==> config.mk <==
export PLATFORM = sky130hd
export DESIGN_NAME = cfg_rf_top
export DESIGN_NICKNAME = d
export VERILOG_FILES = /design/src/rtl/cfg_rf_pkg.sv /design/src/rtl/cfg_wr_arb.sv /design/src/rtl/cfg_store.sv /design/src/rtl/cfg_cmd.sv /design/src/rtl/cfg_rf_top.sv
export SDC_FILE = /design/constraint.sdc
export NUM_CORES = 2
export LEC_CHECK = 0
export ABC_CLOCK_PERIOD_IN_PS = 9700
export BUFFER_PORTS_ARGS = -buffer_cell sky130_fd_sc_hd__buf_2
export CAP_MARGIN = 20
export CORE_AREA = 5 5 510 512
export CTS_BUF_LIST = sky130_fd_sc_hd__clkbuf_4 sky130_fd_sc_hd__clkbuf_8
export CTS_CLUSTER_SIZE = 40
export DETAILED_ROUTE_END_ITERATION = 8
export DIE_AREA = 0 0 515 517
export HOLD_SLACK_MARGIN = 0.15
export PLACE_DENSITY = 0.52
export RECOVER_POWER = 25
export SLEW_MARGIN = 20
export SYNTH_ARGS = -nofsm -noshare
export SYNTH_HDL_FRONTEND = slang
export SYNTH_SLANG_ARGS = --single-unit
==> constraint.sdc <==
create_clock -name clk -period 9.7 [get_ports clk]
set_input_delay 0.485 -clock clk [delete_from_list [all_inputs] [get_ports clk]]
set_output_delay 0.485 -clock clk [all_outputs]
set_load 0.03 [all_outputs]
==> src/rtl/cfg_rf_pkg.sv <==
package cfg_rf_pkg;
  localparam int unsigned CMD_ATTACH = 0;
  localparam int unsigned CMD_SRST   = 1;
  localparam int unsigned CMD_PDOWN  = 2;

  // Power-on value of one entry: supported entries take addr ^ xor_pat, others zero
  function automatic logic [63:0] rf_default(input logic kept, input int unsigned a,
                                             input logic [63:0] xor_pat);
    return kept ? (64'(a) ^ xor_pat) : 64'd0;
  endfunction
endpackage

==> src/rtl/cfg_wr_arb.sv <==
module cfg_wr_arb #(
  parameter int unsigned AW = 8,
  parameter int unsigned DW = 8,
  parameter logic [(2**AW)-1:0] KEEP_MASK = '0
) (
  input  logic          clk,
  input  logic          rst,
  input  logic          sw_we,
  input  logic [AW-1:0] sw_addr,
  input  logic [DW-1:0] sw_wdata,
  input  logic          ld_we,
  input  logic [AW-1:0] ld_addr,
  input  logic [DW-1:0] ld_wdata,
  input  logic          protect,
  input  logic          busy,
  output logic          mem_we,
  output logic [AW-1:0] mem_addr,
  output logic [DW-1:0] mem_wdata,
  output logic          cmd_we,
  output logic [2:0]    cmd_bits
);
  localparam int unsigned DEPTH = 2**AW;
  localparam logic [AW-1:0] TOP_A = AW'(DEPTH-1);

  logic req;
  logic at_top;

  always_comb begin
    req       = sw_we | ld_we;
    mem_addr  = sw_we ? sw_addr  : ld_addr;
    mem_wdata = sw_we ? sw_wdata : ld_wdata;
    at_top    = (mem_addr == TOP_A);
    cmd_bits  = mem_wdata[2:0];
    cmd_we    = req && !busy && at_top;
    mem_we    = req && !busy && !at_top && KEEP_MASK[mem_addr] && !(sw_we && protect);
  end

  AST_ONE_TARGET: assert property (@(posedge clk) disable iff (rst)
    !(mem_we && cmd_we));
  AST_PROTECT_HOLDS: assert property (@(posedge clk) disable iff (rst)
    (protect && sw_we) |-> !mem_we);
  AST_BUSY_DROPS: assert property (@(posedge clk) disable iff (rst)
    busy |-> (!mem_we && !cmd_we));
endmodule

==> src/rtl/cfg_store.sv <==
module cfg_store #(
  parameter int unsigned AW = 8,
  parameter int unsigned DW = 8,
  parameter logic [(2**AW)-1:0] KEEP_MASK = '0,
  parameter logic [DW-1:0] DFLT_XOR = '0
) (
  input  logic          clk,
  input  logic          rst,
  input  logic          clr,
  input  logic          we,
  input  logic [AW-1:0] waddr,
  input  logic [DW-1:0] wdata,
  input  logic [AW-1:0] raddr,
  input  logic [DW-1:0] cmd_val,
  output logic [DW-1:0] rd_data
);
  import cfg_rf_pkg::*;
  localparam int unsigned DEPTH = 2**AW;
  localparam logic [AW-1:0] TOP_A = AW'(DEPTH-1);

  logic [DW-1:0]    mem [DEPTH];
  logic [DEPTH-1:0] vld;
  logic [DW-1:0]    ram_q;
  logic [DW-1:0]    cmd_q;
  logic [AW-1:0]    raddr_q;
  logic             vld_q;
  logic [DW-1:0]    dflt_q;

  // Plain RAM: no reset, registered read
  always_ff @(posedge clk) begin
    if (we) mem[waddr] <= wdata;
    ram_q <= mem[raddr];
  end

  // Written-flags make the RAM contents visible; clearing them restores defaults
  always_ff @(posedge clk) begin
    if (rst || clr) vld <= '0;
    else if (we)    vld[waddr] <= 1'b1;
  end

  always_ff @(posedge clk) begin
    if (rst) begin
      raddr_q <= '0;
      vld_q   <= 1'b0;
      cmd_q   <= '0;
    end else begin
      raddr_q <= raddr;
      vld_q   <= vld[raddr];
      cmd_q   <= cmd_val;
    end
  end

  always_comb dflt_q = DW'(rf_default(KEEP_MASK[raddr_q], int'(raddr_q), 64'(DFLT_XOR)));

  always_ff @(posedge clk) begin
    if (rst)                   rd_data <= '0;
    else if (raddr_q == TOP_A) rd_data <= cmd_q;
    else if (vld_q)            rd_data <= ram_q;
    else                       rd_data <= dflt_q;
  end

  AST_CLR_EMPTIES: assert property (@(posedge clk) disable iff (rst)
    clr |=> (vld == '0));
  AST_ONLY_KEPT: assert property (@(posedge clk) disable iff (rst)
    we |-> (KEEP_MASK[waddr] && waddr != TOP_A));
  AST_TOP_RSVD: assert property (@(posedge clk) disable iff (rst)
    (raddr_q == TOP_A) |=> (rd_data[DW-1:3] == '0 && rd_data[1] == 1'b0));
endmodule

==> src/rtl/cfg_cmd.sv <==
module cfg_cmd #(
  parameter int unsigned DW = 8
) (
  input  logic          clk,
  input  logic          rst,
  input  logic          cmd_we,
  input  logic [2:0]    cmd_bits,
  input  logic          xfer_ack,
  output logic          attach,
  output logic          pwr_down,
  output logic          busy,
  output logic [DW-1:0] cmd_val
);
  import cfg_rf_pkg::*;
  logic pd_req;

  always_ff @(posedge clk) begin
    if (rst || busy) begin
      attach   <= 1'b0;
      pd_req   <= 1'b0;
      pwr_down <= 1'b0;
      busy     <= 1'b0;
    end else if (cmd_we) begin
      if (cmd_bits[CMD_SRST]) begin
        busy <= 1'b1;
      end else begin
        attach <= cmd_bits[CMD_ATTACH];
        pd_req <= cmd_bits[CMD_PDOWN];
        if (!cmd_bits[CMD_PDOWN]) pwr_down <= 1'b0;
      end
    end else if (xfer_ack && pd_req) begin
      pwr_down <= 1'b1;
    end
  end

  always_comb begin
    cmd_val = '0;
    cmd_val[CMD_ATTACH] = attach;
    cmd_val[CMD_PDOWN]  = pd_req;
  end

  AST_PD_AFTER_ACK: assert property (@(posedge clk) disable iff (rst)
    $rose(pwr_down) |-> ($past(xfer_ack) && $past(pd_req)));
  AST_SRST_SELFCLR: assert property (@(posedge clk) disable iff (rst)
    busy |=> (!busy && !attach && !pwr_down));
  AST_ATTACH_BY_CMD: assert property (@(posedge clk) disable iff (rst)
    $rose(attach) |-> $past(cmd_we));
endmodule

==> src/rtl/cfg_rf_top.sv <==
module cfg_rf_top #(
  parameter int unsigned AW = 8,
  parameter int unsigned DW = 8,
  parameter logic [(2**AW)-1:0] KEEP_MASK =
    256'h0000_0000_0000_0000_0000_0000_FFFF_FFFF_0000_0000_0000_0000_FFFF_FFFF_FFFF_FFFF,
  parameter logic [DW-1:0] DFLT_XOR = 8'hA5
) (
  input  logic          clk,
  input  logic          rst,
  input  logic          sw_we,
  input  logic [AW-1:0] sw_addr,
  input  logic [DW-1:0] sw_wdata,
  input  logic          xfer_ack,
  input  logic          ld_we,
  input  logic [AW-1:0] ld_addr,
  input  logic [DW-1:0] ld_wdata,
  input  logic [AW-1:0] rd_addr,
  output logic [DW-1:0] rd_data,
  output logic          attach,
  output logic          pwr_down
);
  logic          mem_we;
  logic [AW-1:0] mem_addr;
  logic [DW-1:0] mem_wdata;
  logic          cmd_we;
  logic [2:0]    cmd_bits;
  logic          busy;
  logic [DW-1:0] cmd_val;

  cfg_wr_arb #(.AW(AW), .DW(DW), .KEEP_MASK(KEEP_MASK)) u_arb (
    .clk(clk), .rst(rst),
    .sw_we(sw_we), .sw_addr(sw_addr), .sw_wdata(sw_wdata),
    .ld_we(ld_we), .ld_addr(ld_addr), .ld_wdata(ld_wdata),
    .protect(attach), .busy(busy),
    .mem_we(mem_we), .mem_addr(mem_addr), .mem_wdata(mem_wdata),
    .cmd_we(cmd_we), .cmd_bits(cmd_bits)
  );

  cfg_cmd #(.DW(DW)) u_cmd (
    .clk(clk), .rst(rst), .cmd_we(cmd_we), .cmd_bits(cmd_bits),
    .xfer_ack(xfer_ack), .attach(attach), .pwr_down(pwr_down),
    .busy(busy), .cmd_val(cmd_val)
  );

  cfg_store #(.AW(AW), .DW(DW), .KEEP_MASK(KEEP_MASK), .DFLT_XOR(DFLT_XOR)) u_store (
    .clk(clk), .rst(rst), .clr(busy),
    .we(mem_we), .waddr(mem_addr), .wdata(mem_wdata),
    .raddr(rd_addr), .cmd_val(cmd_val), .rd_data(rd_data)
  );

  AST_LOAD_IGNORES_PROTECT: assert property (@(posedge clk) disable iff (rst)
    (ld_we && !sw_we && !busy && ld_addr != AW'((2**AW)-1) && KEEP_MASK[ld_addr]) |-> mem_we);
endmodule

==> impl_metrics.json <==
{
  "wl_per_cell_um": 20.1,
  "period_share_pct": 60.1,
  "rows": 186,
  "ys.flop_type": "edfxtp_1",
  "required_ps": 10600,
  "slowest_stage": "clkbuf_1",
  "hold_class": "in -> reg",
  "setup_viol": 0,
  "final_area_um2": 106000,
  "p_comb_share_pct": 6.0,
  "worst-slew-pin-transition_ps": 5030,
  "period_needed_ps": 5830,
  "core_um2": 255000,
  "violations": "max-capacitance violations, max-slew violations",
  "cts.clk_slew.worst_paths_ps": 60,
  "drive_gt1_share_pct": 25.0,
  "max_cap_violations": 10,
  "ys_ff_latch": 2336,
  "p_int_mw": 17.0,
  "p_sw_share_pct": 21.8,
  "syn_area_um2": 88600,
  "clock-skew-final_ps": 66.1,
  "grt_overflow": 0,
  "via_per_inst": 4.55,
  "syn_to_final_growth_pct": 19.3,
  "max_freq_ghz": 0.171,
  "critPathMaxFanout": 38,
  "grt_pass1_wl_um": 281000,
  "rsz0062_at_grt": "no",
  "postCtsSetupRepairBufs": 0,
  "multiInputGateArea_um2": 25100,
  "crit_buf_inv": 3,
  "grt_usage_pct": 14.1,
  "crit_chain": "dlygate4sd3_1, clkbuf_1, buf_4, mux4_2, a22oi_1, nand4_1, o21ai_1, a211oi_1",
  "numPlacedInstances": 8562,
  "synth_edf_count": 2048,
  "finalHoldViolations": 0,
  "antenna_found_initial": 14,
  "drv_slew": 984,
  "pwr-share-clk_pct": 40.1,
  "grt_max_degree": 158,
  "die_h_um": 517,
  "clk_path_buf_depth": 4,
  "critPathTopFamily": "buffers and inverters",
  "stdcell_count": 9315,
  "fin_tns_setup_ps": 0,
  "cts-buffers-inserted": 405,
  "clockRootBuffer": "clkbuf_8",
  "dieArea_um2": 266000,
  "power.net_switching_mw": 4.75,
  "num_vias": 42400,
  "cts_tree": "yes",
  "async_flop_share_pct": 0,
  "clock_latency_ps": 1020,
  "layout_commonest_cell": "edfxtp_1",
  "place_congestion": 0.738,
  "endpoint_kind": "flip-flop",
  "yosys_warnings": 0,
  "seqPwrFrac_pct": 53.9,
  "place_area_um2": 97600,
  "avgSynthCellArea_um2": 22.1,
  "worst-setup-path-type": "in -> reg",
  "vdd_drop_max_uv": 125,
  "outcome": "complete, but fails checks",
  "fillers": 23100,
  "power_density_nw_per_um2": 206,
  "drc": 0,
  "grt_pass1_vias": 44700,
  "slowest_delay_ps": 2580,
  "finish.net_count": 5650,
  "cts-htree-levels": 5,
  "final_cell_mix": "edfxtp_1 (2048), conb_1 (1280), mux4_2 (675)",
  "wirelength_um": 188000,
  "ys_types": 53,
  "dr.pass1.iters": 6,
  "netlist_instances": 3999,
  "max_slew_margin_pct": -236,
  "worstSetupStartpointType": "input pin",
  "drtIter0Drc": 3287,
  "cts.sinks": 2336,
  "critical_path_arrival_ps": 6730,
  "p_leak_nw": 37.0,
  "die_w_um": 515,
  "io_buffers": 54,
  "antenna_left": 0,
  "ys_seq_area_share_pct": 75.9,
  "seqCellArea_um2": 67300,
  "io_pins": 55,
  "dp_hpwl_um": 104000,
  "start_util_pct": 34.7
}
## registers in the layout, indices dropped and copies added (netlist names), 2 cells and up, named ones only
name / cells
u_store.raddr_q: 8
u_store.cmd_q: 2
u_store.mem: 2048
u_store.rd_data: 8
u_store.ram_q: 8
u_store.vld: 256
## metrics by stage
| stage | setup slack, ps | hold WS (ps) | total power [mW] | util (%) |
|---|---|---|---|---|
| final | 3870 | 286 | 21.8 | 41.4 |
| after global routing | 3300 | 229 | 22.7 | 41.4 |
| after CTS | 5710 | 152 | 22.1 | 41.4 |
| after detailed placement | 4510 | 438 | 13.3 | 38.2 |
| after global placement | 4170 | 436 | 13.2 | 38.2 |
| after floorplan | 4630 | 422 | 12.8 | - |
## final timing paths
kind         cells past startpoint                       endpoint                          start  slack, ps
max reg2reg                      5   u_store.mem[14][5]$_DFFE_PP_      u_cmd.attach$_SDFFE_PP0P_       6130
max                              8       u_store.ram_q[7]$_DFF_P_                     rd_addr[3]       3870
min reg2reg                      1  u_store.vld[105]$_SDFFE_PP0P_  u_store.vld[105]$_SDFFE_PP0P_        450
min                              4   u_store.mem[47][5]$_DFFE_PP_                     ld_addr[4]        290
## Yosys cell counts (all sizes together) (4+ instances only)
library cell / count / share of area, %
a211o: 8 / 0.079
a211oi: 28 / 0.24
a21oi: 13 / 0.073
a22o: 17 / 0.17
a22oi: 26 / 0.22
and2: 166 / 1.2
buf: 134 / 0.87
clkbuf: 92 / 0.39
dfxtp: 288 / 6.5
edfxtp: 2048 / 69
inv: 8 / 0.034
mux2: 26 / 0.33
mux2i: 65 / 0.73
mux4: 675 / 17
nand2: 43 / 0.18
nand2b: 7 / 0.049
nand3: 5 / 0.028
nand4: 10 / 0.071
nor2: 123 / 0.52
nor2b: 19 / 0.13
nor3: 18 / 0.10
nor3b: 4 / 0.034
o21a: 96 / 0.81
o21ai: 9 / 0.051
o221ai: 10 / 0.099
o22ai: 23 / 0.16
o32ai: 5 / 0.049
or2: 4 / 0.028
## worst reg2reg max path, delay by kind of cell (launching register included)
kind            cells  cell delay, ps
simple gates        4            2530
compound gates      1             150
flops               1             510
## power by group through the flow
stage | logic [mW] | clock network, mW | registers (mW)
after detailed placement | 1.34 | 0 | 11.9
after global routing | 1.44 | 9.53 | 11.8
after global placement | 1.32 | 0 | 11.9
after CTS | 1.34 | 9.05 | 11.7
after floorplan | 0.927 | 0 | 11.9
final | 1.31 | 8.72 | 11.7
## logic make-up after synthesis
logic type	count (synthesis)	synth area share [%]
multiplexers	766	18.2
other	1	0.00423
flip-flops	2336	75.9
AO/OA/AOI/OAI	254	2.14
AND/OR/NAND/NOR	408	2.39
buffers and inverters	234	1.30
## final cells by class
| class | count | area share, % |
|---|---|---|
| Antenna cell | 5 | 0.0118 |
| Multi-Input combinational cell | 2708 | 23.7 |
| Clock inverter | 151 | 0.832 |
| Timing Repair Buffer | 146 | 1.06 |
| Tap cell | 3384 | 4.01 |
| Sequential cell | 2336 | 63.7 |
| Clock buffer | 577 | 6.65 |
| Inverter | 8 | 0.0332 |
## metal layers
metal  part of all wire [%]  track usage [%]
met5                  0.012                0
met4                    2.6             4.74
met3                    5.8             3.29
met2                     49             23.0
met1                     43             18.7
## timing repair
| item | 4_1_cts | 5_1_grt |
|---|---|---|
| resized for setup | 0 | 0 |
| hold endpoints to repair | 98 | 0 |
| endpoints found under the setup margin | 0 | 0 |
| hold buffers | 15 | 0 |
No activity file was read; power rests on OpenSTA's default activity.
